[src/rtl/stepvol_pkg.sv]
// Package: shared encodings for the stepped attenuator.
// Assumes the speed select is a two-bit field; code 11 is treated like quad.
package stepvol_pkg;
    typedef enum logic [1:0] {
        SPD_NORMAL = 2'b00,
        SPD_DOUBLE = 2'b01,
        SPD_QUAD   = 2'b10,
        SPD_QUAD_X = 2'b11
    } speed_e;

    // Number of sample strobes between level steps for a rate class.
    function automatic int unsigned step_period(input speed_e spd, input int unsigned base);
        case (spd)
            SPD_NORMAL: return base;
            SPD_DOUBLE: return base * 2;
            default:    return base * 4;
        endcase
    endfunction
endpackage

[src/rtl/stepvol_pacer.sv]
// Module: stepvol_pacer
// Counts sample strobes from reset and raises step_tick on every Nth strobe,
// N chosen from the rate class. Assumes step_tick is used only with smp_valid.
module stepvol_pacer
    import stepvol_pkg::*;
#(
    parameter int unsigned BASE_PERIOD = 4
) (
    input  logic       clk,
    input  logic       rst_n,
    input  logic       smp_valid,
    input  logic [1:0] speed_sel,
    output logic       step_tick
);
    localparam int unsigned MAX_PERIOD = BASE_PERIOD * 4;
    localparam int unsigned CNT_W      = $clog2(MAX_PERIOD);

    logic [CNT_W-1:0] cnt_q;
    logic [CNT_W-1:0] last_idx;

    // Last count value before wrap for the current rate class.
    always_comb begin
        last_idx = CNT_W'(step_period(speed_e'(speed_sel), BASE_PERIOD) - 1);
    end

    assign step_tick = smp_valid && (cnt_q >= last_idx);

    // Strobe counter, wraps after the last index.
    always_ff @(posedge clk) begin
        if (!rst_n) begin
            cnt_q <= '0;
        end else if (smp_valid) begin
            if (cnt_q >= last_idx) cnt_q <= '0;
            else                   cnt_q <= cnt_q + 1'b1;
        end
    end
endmodule

[src/rtl/stepvol_ramp.sv]
// Module: stepvol_ramp
// Holds one channel's current level and walks it one unit toward the target
// on each step tick. Target is zero under mute, else the programmed code.
module stepvol_ramp #(
    parameter int unsigned CW = 8
) (
    input  logic          clk,
    input  logic          rst_n,
    input  logic          step_tick,
    input  logic          mute_req,
    input  logic [CW-1:0] att_code,
    output logic [CW-1:0] level,
    output logic [CW-1:0] target
);
    localparam logic [CW-1:0] FULL = '1;

    logic [CW-1:0] level_q;

    assign target = mute_req ? '0 : att_code;
    assign level  = level_q;

    // Unit walk toward the target, paced by step_tick.
    always_ff @(posedge clk) begin
        if (!rst_n) begin
            level_q <= FULL;
        end else if (step_tick) begin
            if (level_q < target)      level_q <= level_q + 1'b1;
            else if (level_q > target) level_q <= level_q - 1'b1;
        end
    end
endmodule

[src/rtl/stepvol_scale.sv]
// Module: stepvol_scale
// Registers sample * level / full-scale, truncated toward zero, optionally
// negated, clamped to DW bits. Works on the magnitude so truncation is exact.
module stepvol_scale #(
    parameter int unsigned DW = 24,
    parameter int unsigned CW = 8
) (
    input  logic          clk,
    input  logic          rst_n,
    input  logic          smp_valid,
    input  logic [DW-1:0] sample,
    input  logic [CW-1:0] level,
    input  logic          invert,
    output logic [DW-1:0] result
);
    localparam int unsigned PW   = DW + CW + 1;
    localparam int unsigned FULL = (1 << CW) - 1;
    localparam logic [DW:0] MAXPOS = {2'b00, {(DW-1){1'b1}}};

    logic          neg_in;
    logic          neg_out;
    logic [DW:0]   sext;
    logic [DW:0]   mag;
    logic [PW-1:0] prod;
    logic [DW:0]   quo;
    logic [DW:0]   neg_quo;
    logic [DW-1:0] res_c;

    // Magnitude product, divide, then restore sign with clamp.
    always_comb begin
        neg_in  = sample[DW-1];
        neg_out = neg_in ^ invert;
        sext    = {sample[DW-1], sample};
        mag     = neg_in ? (~sext + 1'b1) : sext;
        prod    = PW'(mag) * PW'(level);
        quo     = (DW+1)'(prod / PW'(FULL));
        neg_quo = ~quo + 1'b1;
        if (neg_out)            res_c = neg_quo[DW-1:0];
        else if (quo > MAXPOS)  res_c = MAXPOS[DW-1:0];
        else                    res_c = quo[DW-1:0];
    end

    // Output register loads on each sample strobe.
    always_ff @(posedge clk) begin
        if (!rst_n)         result <= '0;
        else if (smp_valid) result <= res_c;
    end
endmodule

[src/rtl/stepvol_atten.sv]
// Module: stepvol_atten (top)
// Two-channel stepped attenuator: one shared pacer, a ramp and a scaler per
// channel. Channel 0 is left, channel 1 is right. Assumes one strobe per pair.
module stepvol_atten #(
    parameter int unsigned DW          = 24,
    parameter int unsigned CW          = 8,
    parameter int unsigned BASE_PERIOD = 4
) (
    input  logic          clk,
    input  logic          rst_n,
    input  logic          smp_valid,
    input  logic [DW-1:0] smp_left,
    input  logic [DW-1:0] smp_right,
    input  logic [CW-1:0] att_left,
    input  logic [CW-1:0] att_right,
    input  logic          mute_req,
    input  logic [1:0]    speed_sel,
    input  logic          inv_left,
    input  logic          inv_right,
    output logic          out_valid,
    output logic [DW-1:0] out_left,
    output logic [DW-1:0] out_right
);
    localparam int unsigned NCH = 2;

    logic                   step_tick;
    logic [NCH-1:0][DW-1:0] smp_all;
    logic [NCH-1:0][DW-1:0] out_all;
    logic [NCH-1:0][CW-1:0] att_all;
    logic [NCH-1:0][CW-1:0] lvl_all;
    logic [NCH-1:0][CW-1:0] tgt_all;
    logic [NCH-1:0]         inv_all;
    logic                   valid_q;

    assign smp_all   = {smp_right, smp_left};
    assign att_all   = {att_right, att_left};
    assign inv_all   = {inv_right, inv_left};
    assign out_left  = out_all[0];
    assign out_right = out_all[1];
    assign out_valid = valid_q;

    stepvol_pacer #(.BASE_PERIOD(BASE_PERIOD)) pacer_i (
        .clk       (clk),
        .rst_n     (rst_n),
        .smp_valid (smp_valid),
        .speed_sel (speed_sel),
        .step_tick (step_tick)
    );

    for (genvar c = 0; c < NCH; c++) begin : g_ch
        stepvol_ramp #(.CW(CW)) ramp_i (
            .clk       (clk),
            .rst_n     (rst_n),
            .step_tick (step_tick),
            .mute_req  (mute_req),
            .att_code  (att_all[c]),
            .level     (lvl_all[c]),
            .target    (tgt_all[c])
        );
        stepvol_scale #(.DW(DW), .CW(CW)) scale_i (
            .clk       (clk),
            .rst_n     (rst_n),
            .smp_valid (smp_valid),
            .sample    (smp_all[c]),
            .level     (lvl_all[c]),
            .invert    (inv_all[c]),
            .result    (out_all[c])
        );
    end

    // Result strobe trails the input strobe by one cycle.
    always_ff @(posedge clk) begin
        if (!rst_n) valid_q <= 1'b0;
        else        valid_q <= smp_valid;
    end
endmodule

[config.mk]
export PLATFORM = sky130hd
export DESIGN_NAME = stepvol_atten
export DESIGN_NICKNAME = d
export VERILOG_FILES = /design/src/rtl/stepvol_pkg.sv /design/src/rtl/stepvol_pacer.sv /design/src/rtl/stepvol_ramp.sv /design/src/rtl/stepvol_scale.sv /design/src/rtl/stepvol_atten.sv
export SDC_FILE = /design/constraint.sdc
export NUM_CORES = 2
export LEC_CHECK = 0
export ABC_AREA = 1
export BUFFER_PORTS_ARGS = -buffer_cell sky130_fd_sc_hd__buf_4
export CAP_MARGIN = 20
export CORE_MARGIN = 2
export CORE_UTILIZATION = 50
export DETAILED_ROUTE_END_ITERATION = 8
export GPL_TIMING_DRIVEN = 0
export HOLD_SLACK_MARGIN = 0.02
export PLACE_DENSITY = 0.69
export REMOVE_ABC_BUFFERS = 1
export SYNTH_ARGS = -nofsm -noshare
export SYNTH_HDL_FRONTEND = slang
export SYNTH_SLANG_ARGS = --single-unit
[constraint.sdc]
create_clock -name clk -period 30.4 [get_ports clk]
set_clock_uncertainty 0.05 [all_clocks]
set_input_delay 4.56 -clock clk [delete_from_list [all_inputs] [get_ports clk]]
set_output_delay 4.56 -clock clk [all_outputs]
set_load 0.01 [all_outputs]
== Yosys cells after proc, flatten, opt, wreduce, memory -nomap -nowiden ==
Cells that the tools add are included.
Widths: inputs -> output; s select.
Word-level totals
  register bits: 69
  input port bits: 72
  output and inout bits: 49
  logic and storage cells: 54
Operators by class
  add/subtract/negate cells: 10
  multiply operators: 2
  divide/modulo/power cells: 2
  order comparisons: 7
  eq/ne operators: 1
  muxes and demuxes: 14
  bitwise gates (word level): 6
  reduce and logical (&&, ||, !) cells: 6
Operators with widths (count)
  $mux 24: 4
  $div 33x8->33 const B: 2
  $mul 25x8->33: 2
  $add 25x1->25 const B: 2
  $gt 25x23->1 const B: 2
  $mux 25: 2
  $not 25->25: 2
  $add 24x1->24 const B: 2
  $mux 8: 6
  $not 24->24: 2
  $add 8x1->8 const B: 2
  $gt 8x8->1: 2
  $lt 8x8->1: 2
  $sub 8x1->8 const B: 2
  $pmux 4 s2: 1
  $add 4x1->4 const B: 1
  $ge 4x4->1: 1
  $mux 4: 1
  $reduce_and 2->1: 2
  $reduce_bool 2->1: 2
  $sub 4x1->4 const B: 1
  $eq 2x1->1 const B: 1
  $logic_not 2->1: 1
  $xor 1x1->1: 2
  $logic_and 1x1->1: 1

== Depth between registers and ports, before layout ==
  depth after elaboration: 8
  depth in mapped cells: 199

== By module ==
Synthesis repeated with hierarchy kept, for this count alone.
Unflattened totals
  cells, all modules: 5573
  area total of the unflattened synthesis: 34405.5 um2
Modules (own cells, without submodules)
  stepvol_scale (g_ch[1].scale_i): instances 1, cells each 2614, area each 16404.5 um2, sequential area each 480.5 um2
  stepvol_scale (g_ch[0].scale_i): instances 1, cells each 2676, area each 16039.1 um2, sequential area each 480.5 um2
  stepvol_ramp: instances 2, cells each 125, area each 850.8 um2, sequential area each 160.2 um2
  stepvol_pacer: instances 1, cells each 30, area each 232.7 um2, sequential area each 80.1 um2
  stepvol_atten: instances 1, cells each 3, area each 27.5 um2, sequential area each 20.0 um2

== Worst setup path before layout ==
Ideal clock, no wire load.
  kind: input to register
  start: input smp_right[0]
  end: register g_ch[1].scale_i.result[22]
  arrival time: 24.769 ns
  required time: 30.236 ns
  path slack: 5.467 ns
  stages on the path: 186
  cell sequence: clkbuf_1 -> nor3_1 -> inv_1 -> nor3_1 -> inv_1 -> nor3_1 -> inv_1 -> nor3_1 -> inv_1 -> nor3_1 -> nand2_1 -> nor4_1 -> nand2_1 -> nor3_1 -> inv_1 -> nor4_1 -> inv_1 -> nor2_1 -> (+150 left out) -> nand2_4 -> nand2_4 -> inv_2 -> ha_1 -> inv_1 -> nor4_1 -> inv_1 -> nor2_1 -> nand3_1 -> nand2_1 -> o21ai_0 -> o21bai_1 -> inv_1 -> o21ai_0 -> nor2_1 -> nand2_2 -> nand2_2 -> a21oi_2
On the way
  longest elaborated chain between the ends: 8
  elaborated cells between the ends (all ways): 10
  those cells by class: add/sub (2); mul (1); div (1); order compare (1); mux (3); bitwise (2)
RTL lines
  start: declaration: line stepvol_atten.sv:13  | input logic [DW-1:0] smp_right,
  $not 25->25: line stepvol_scale.sv:34  | mag = neg_in ? (~sext + 1'b1) : sext;
  $add 25x1->25: line stepvol_scale.sv:34
  $mux 25 (*): line stepvol_scale.sv:34
  $mul 25x8->33 (*): line stepvol_scale.sv:35  | prod = PW'(mag) * PW'(level);
  $div 33x8->33 (*): line stepvol_scale.sv:36  | quo = (DW+1)'(prod / PW'(FULL));
  $gt 25x23->1 or $not 24->24 (tied branches): line stepvol_scale.sv:39, stepvol_scale.sv:37
  $mux 24 or $add 24x1->24 (tied branches): line stepvol_scale.sv:39, stepvol_scale.sv:37
  $mux 24 (*): line stepvol_scale.sv:38  | if (neg_out) res_c = neg_quo[DW-1:0];
  end signal: assignment: line stepvol_scale.sv:46  | else if (smp_valid) result <= res_c;
  end: declaration: line stepvol_scale.sv:14  | output logic [DW-1:0] result
Every way passes the cells marked *; elsewhere a longest branch is shown, timed or not.
A chain may end at the register's enable or synchronous reset.

== Worst setup path after layout ==
  start: input smp_left[0]
  end: register g_ch[0].scale_i.result[22]
On the way
  longest elaborated chain between the ends: 8
  elaborated cells between the ends (all ways): 10
  those cells by class: add/sub (2); mul (1); div (1); order compare (1); mux (3); bitwise (2)
RTL lines
  start: declaration: line stepvol_atten.sv:12  | input logic [DW-1:0] smp_left,
  $not 25->25: line stepvol_scale.sv:34
  $add 25x1->25: line stepvol_scale.sv:34
  $mux 25 (*): line stepvol_scale.sv:34
  $mul 25x8->33 (*): line stepvol_scale.sv:35
  $div 33x8->33 (*): line stepvol_scale.sv:36
  $gt 25x23->1 or $not 24->24 (tied branches): line stepvol_scale.sv:39, stepvol_scale.sv:37
  $mux 24 or $add 24x1->24 (tied branches): line stepvol_scale.sv:39, stepvol_scale.sv:37
  $mux 24 (*): line stepvol_scale.sv:38
  end signal: assignment: line stepvol_scale.sv:46
  end: declaration: line stepvol_scale.sv:14
Marked as above.

==> results.yml <==
grt:
  grt_pass1_vias: 31701
  grt_pass1_wl_mm: 150
  grt_overflow: 0
  grtUsageTotal_pct: 25.5
  antenna_found_initial: 0
  grt_max_degree: 49
setup_path:
  crit_type: "input port to flop"
  cp-start-kind: "input port"
  path_buf_inv: 10
  r2r-end: "g_ch[0].scale_i.result[22]"
  rr_startpoint: "g_ch[0].ramp_i.level[3]"
  cpMaxStageDelayCell: "xnor2_1"
  required_ps: 30610
  critPathCaptureType: "flop"
  cpMostUsedCell: "nand2_2"
  rrSetupSlack_ps: 7220
  cp_top_family: "simple AND/OR/NAND/NOR gates"
  critPathArrivalTime_ps: 28380
  critPathMaxFanout: 17
  r2r_cells: 156
  slowest_delay_ps: 680
die:
  start_util_pct: 50.4
  dieArea_sq_mm: 0.0697
  die_y_microns: 264
  pin_count: 121
  rows: 95
  die_w_microns: 264
  fp.coreArea_sq_mm: 0.0670
synthesis:
  synth_edf_count: 0
  yosysUniqueCellTypes: 79
  synth_warnings: 0
  synth-seq-area-share_pct: 4.08
  ys.flop_type: "dfxtp_1"
  ys_seq_elements: 69
  synth_area_per_cell_sq_um: 6.32
  netlist_area_sq_mm: 0.0338
  postSynthCellCount: 5351
  async_reset_ff_share_pct: 0
routing:
  drc: 0
  drt_iter0_drc: 1883
  drt-pass1-iter-count: 5
  wl_met3_mm: 3.91
  met1_length_mm: 39.4
  ant_nets: 0
  dr_wl_met2_mm: 41.9
  dr.max_layer_used: "met4"
  wire_per_inst_microns: 13.8
  drt-total-wl_mm: 87.2
  vias: 32730
  via_per_inst: 5.20
layout:
  register_area_sq_mm: 0.00138
  layout_common_cells: "nand2_1 (1210), inv_1 (879), nor2_1 (653)"
  drive_above_1_share_pct: 20.0
  finalNetCount: 5914
  area.growth.synth_to_final_pct: 5.92
  antenna_cells: 0
  layout_commonest_cell: "nand2_1"
  multi_input_area_sq_mm: 0.0283
  nFillCells: 6925
clock_network:
  cts_root_buf: "clkbuf_16"
  cts.sinks: 69
  cts_hold_buf: 0
  cts_tree: "built"
  numCtsBuffers: 9
  cts_buffer_depth: 2
  cts.clk_slew.worst_paths_ps: 60
  worstSkewPairLatency_ps: 400
  h-tree-depth: 3
hold_path:
  min_to: "g_ch[0].scale_i.result[20]"
  hp-start: "g_ch[0].scale_i.result[20]"
  hp-class: "flop to flop"
  whs_path_depth: 2
place:
  dp_hpwl_mm: 72.6
  gp_congestion: 0.958
  preCtsSetupSlack_ps: 856
  io_buffers: 120
sta:
  setup-violations-final: 0
  setup_slack_ps: 2230
  min_period_over_period_pct: 92.7
  fin_crit_ps: 28170
  slew_headroom_pct: 30.2
  fmax_mhz: 35.5
  maxSlewViolCount: 0
  worstMarginPinSlew_ps: 1040
  timing.final.hold_violations: 0
status:
  status: "finished clean"
job:
  cap_violations: 0
metal layers:
| layer | track usage (%) | up-vias |
|---|---|---|
| met2 | 45.1 | 665 |
| met1 | 33.1 | 15196 |
| met4 | 6.74 | 0 |
| li1 | - | 16770 |
| met3 | 2.58 | 99 |
| met5 | 0 | - |
how the worst max path moves through the flow:
stage                  from                         end  cells after the start
6_report        smp_left[0]  g_ch[0].scale_i.result[22]                    165
5_1_grt        smp_right[0]  g_ch[1].scale_i.result[22]                    177
4_1_cts        smp_right[0]  g_ch[1].scale_i.result[22]                    178
3_5_place_dp   smp_right[0]  g_ch[1].scale_i.result[22]                    178
3_3_place_gp    smp_left[0]  g_ch[0].scale_i.result[22]                    164
2_1_floorplan  smp_right[2]  g_ch[1].scale_i.result[22]                    178
cell families after synthesis:
logic type	Yosys count	share of synthesized area [%]
simple gates	3103	47.6
buf+inv	1071	13.0
compound gates	551	10.0
fa+ha+maj	423	21.8
xor+xnor	132	3.44
flops	69	4.08
other cells	2	0.0222
state kept, by name, indices dropped and copies added, names as in the netlist:
name,flops
pacer_i.cnt_q,4
g_ch.ramp_i.level,16
out_valid,1
g_ch.scale_i.result,48
what timing repair did:
action / 4_1_cts / 5_1_grt
gates resized for setup: 0 / 41
endpoints found under the setup margin: 0 / 47
buffers inserted: 0 / 5
final cells by class:
| class | count | area share, % |
|---|---|---|
| clock buffers | 9 | 0.629 |
| inverters | 988 | 10.5 |
| repair buffers | 126 | 2.68 |
| clock inverters | 7 | 0.175 |
| well taps | 873 | 3.05 |
| flip-flops and latches | 69 | 3.86 |
| multi-input cells | 4225 | 79.1 |
cell usage after synthesis (7+ instances only):
cell | instances | area (sq um)
a21oi_1 | 132 | 661
a21oi_2 | 31 | 272
a31o_2 | 8 | 70.1
a31oi_1 | 8 | 50.1
buf_6 | 12 | 135
clkbuf_1 | 48 | 180
clkbuf_8 | 7 | 96.3
clkinv_1 | 11 | 41.3
dfxtp_1 | 69 | 1380
fa_1 | 278 | 5570
ha_1 | 145 | 1810
inv_1 | 882 | 3310
inv_2 | 83 | 312
nand2_1 | 1210 | 4540
nand2_2 | 280 | 1750
nand2_4 | 134 | 1510
nand3_1 | 330 | 1650
nand3_2 | 91 | 911
nand3_4 | 22 | 385
nand3b_1 | 24 | 180
nand4_1 | 65 | 407
nand4_2 | 9 | 113
nor2_1 | 655 | 2460
nor2_2 | 107 | 669
nor2_4 | 48 | 541
nor3_1 | 54 | 270
nor4_1 | 17 | 106
o211ai_1 | 34 | 255
o211ai_2 | 8 | 100
o21ai_0 | 150 | 751
o21ai_1 | 88 | 440
o21ai_2 | 23 | 201
o21bai_1 | 21 | 158
o31ai_1 | 14 | 105
or2_2 | 11 | 68.8
xnor2_1 | 28 | 245
xor2_1 | 103 | 902
through the flow:
stage,area [sq um],util [%],instances,TNS [ps],hold slack (ps)
2_1_floorplan,33200,-,5282,0,426
4_1_cts,35600,53.0,6292,0,418
5_1_grt,35800,53.4,6297,-1.45,437
6_report,35800,53.4,6297,0,417
3_3_place_gp,35200,52.6,6275,0,405
3_5_place_dp,35300,52.6,6276,0,407
worst min-delay path, stage by stage (launching register included):
cell	delay, ps
dfxtp_1	310
nand2_1	60
a21oi_1	50
Power is left out: the tool's default activity adds up to more than one toggle a clock period on the data nets, which glitch-free logic cannot reach.
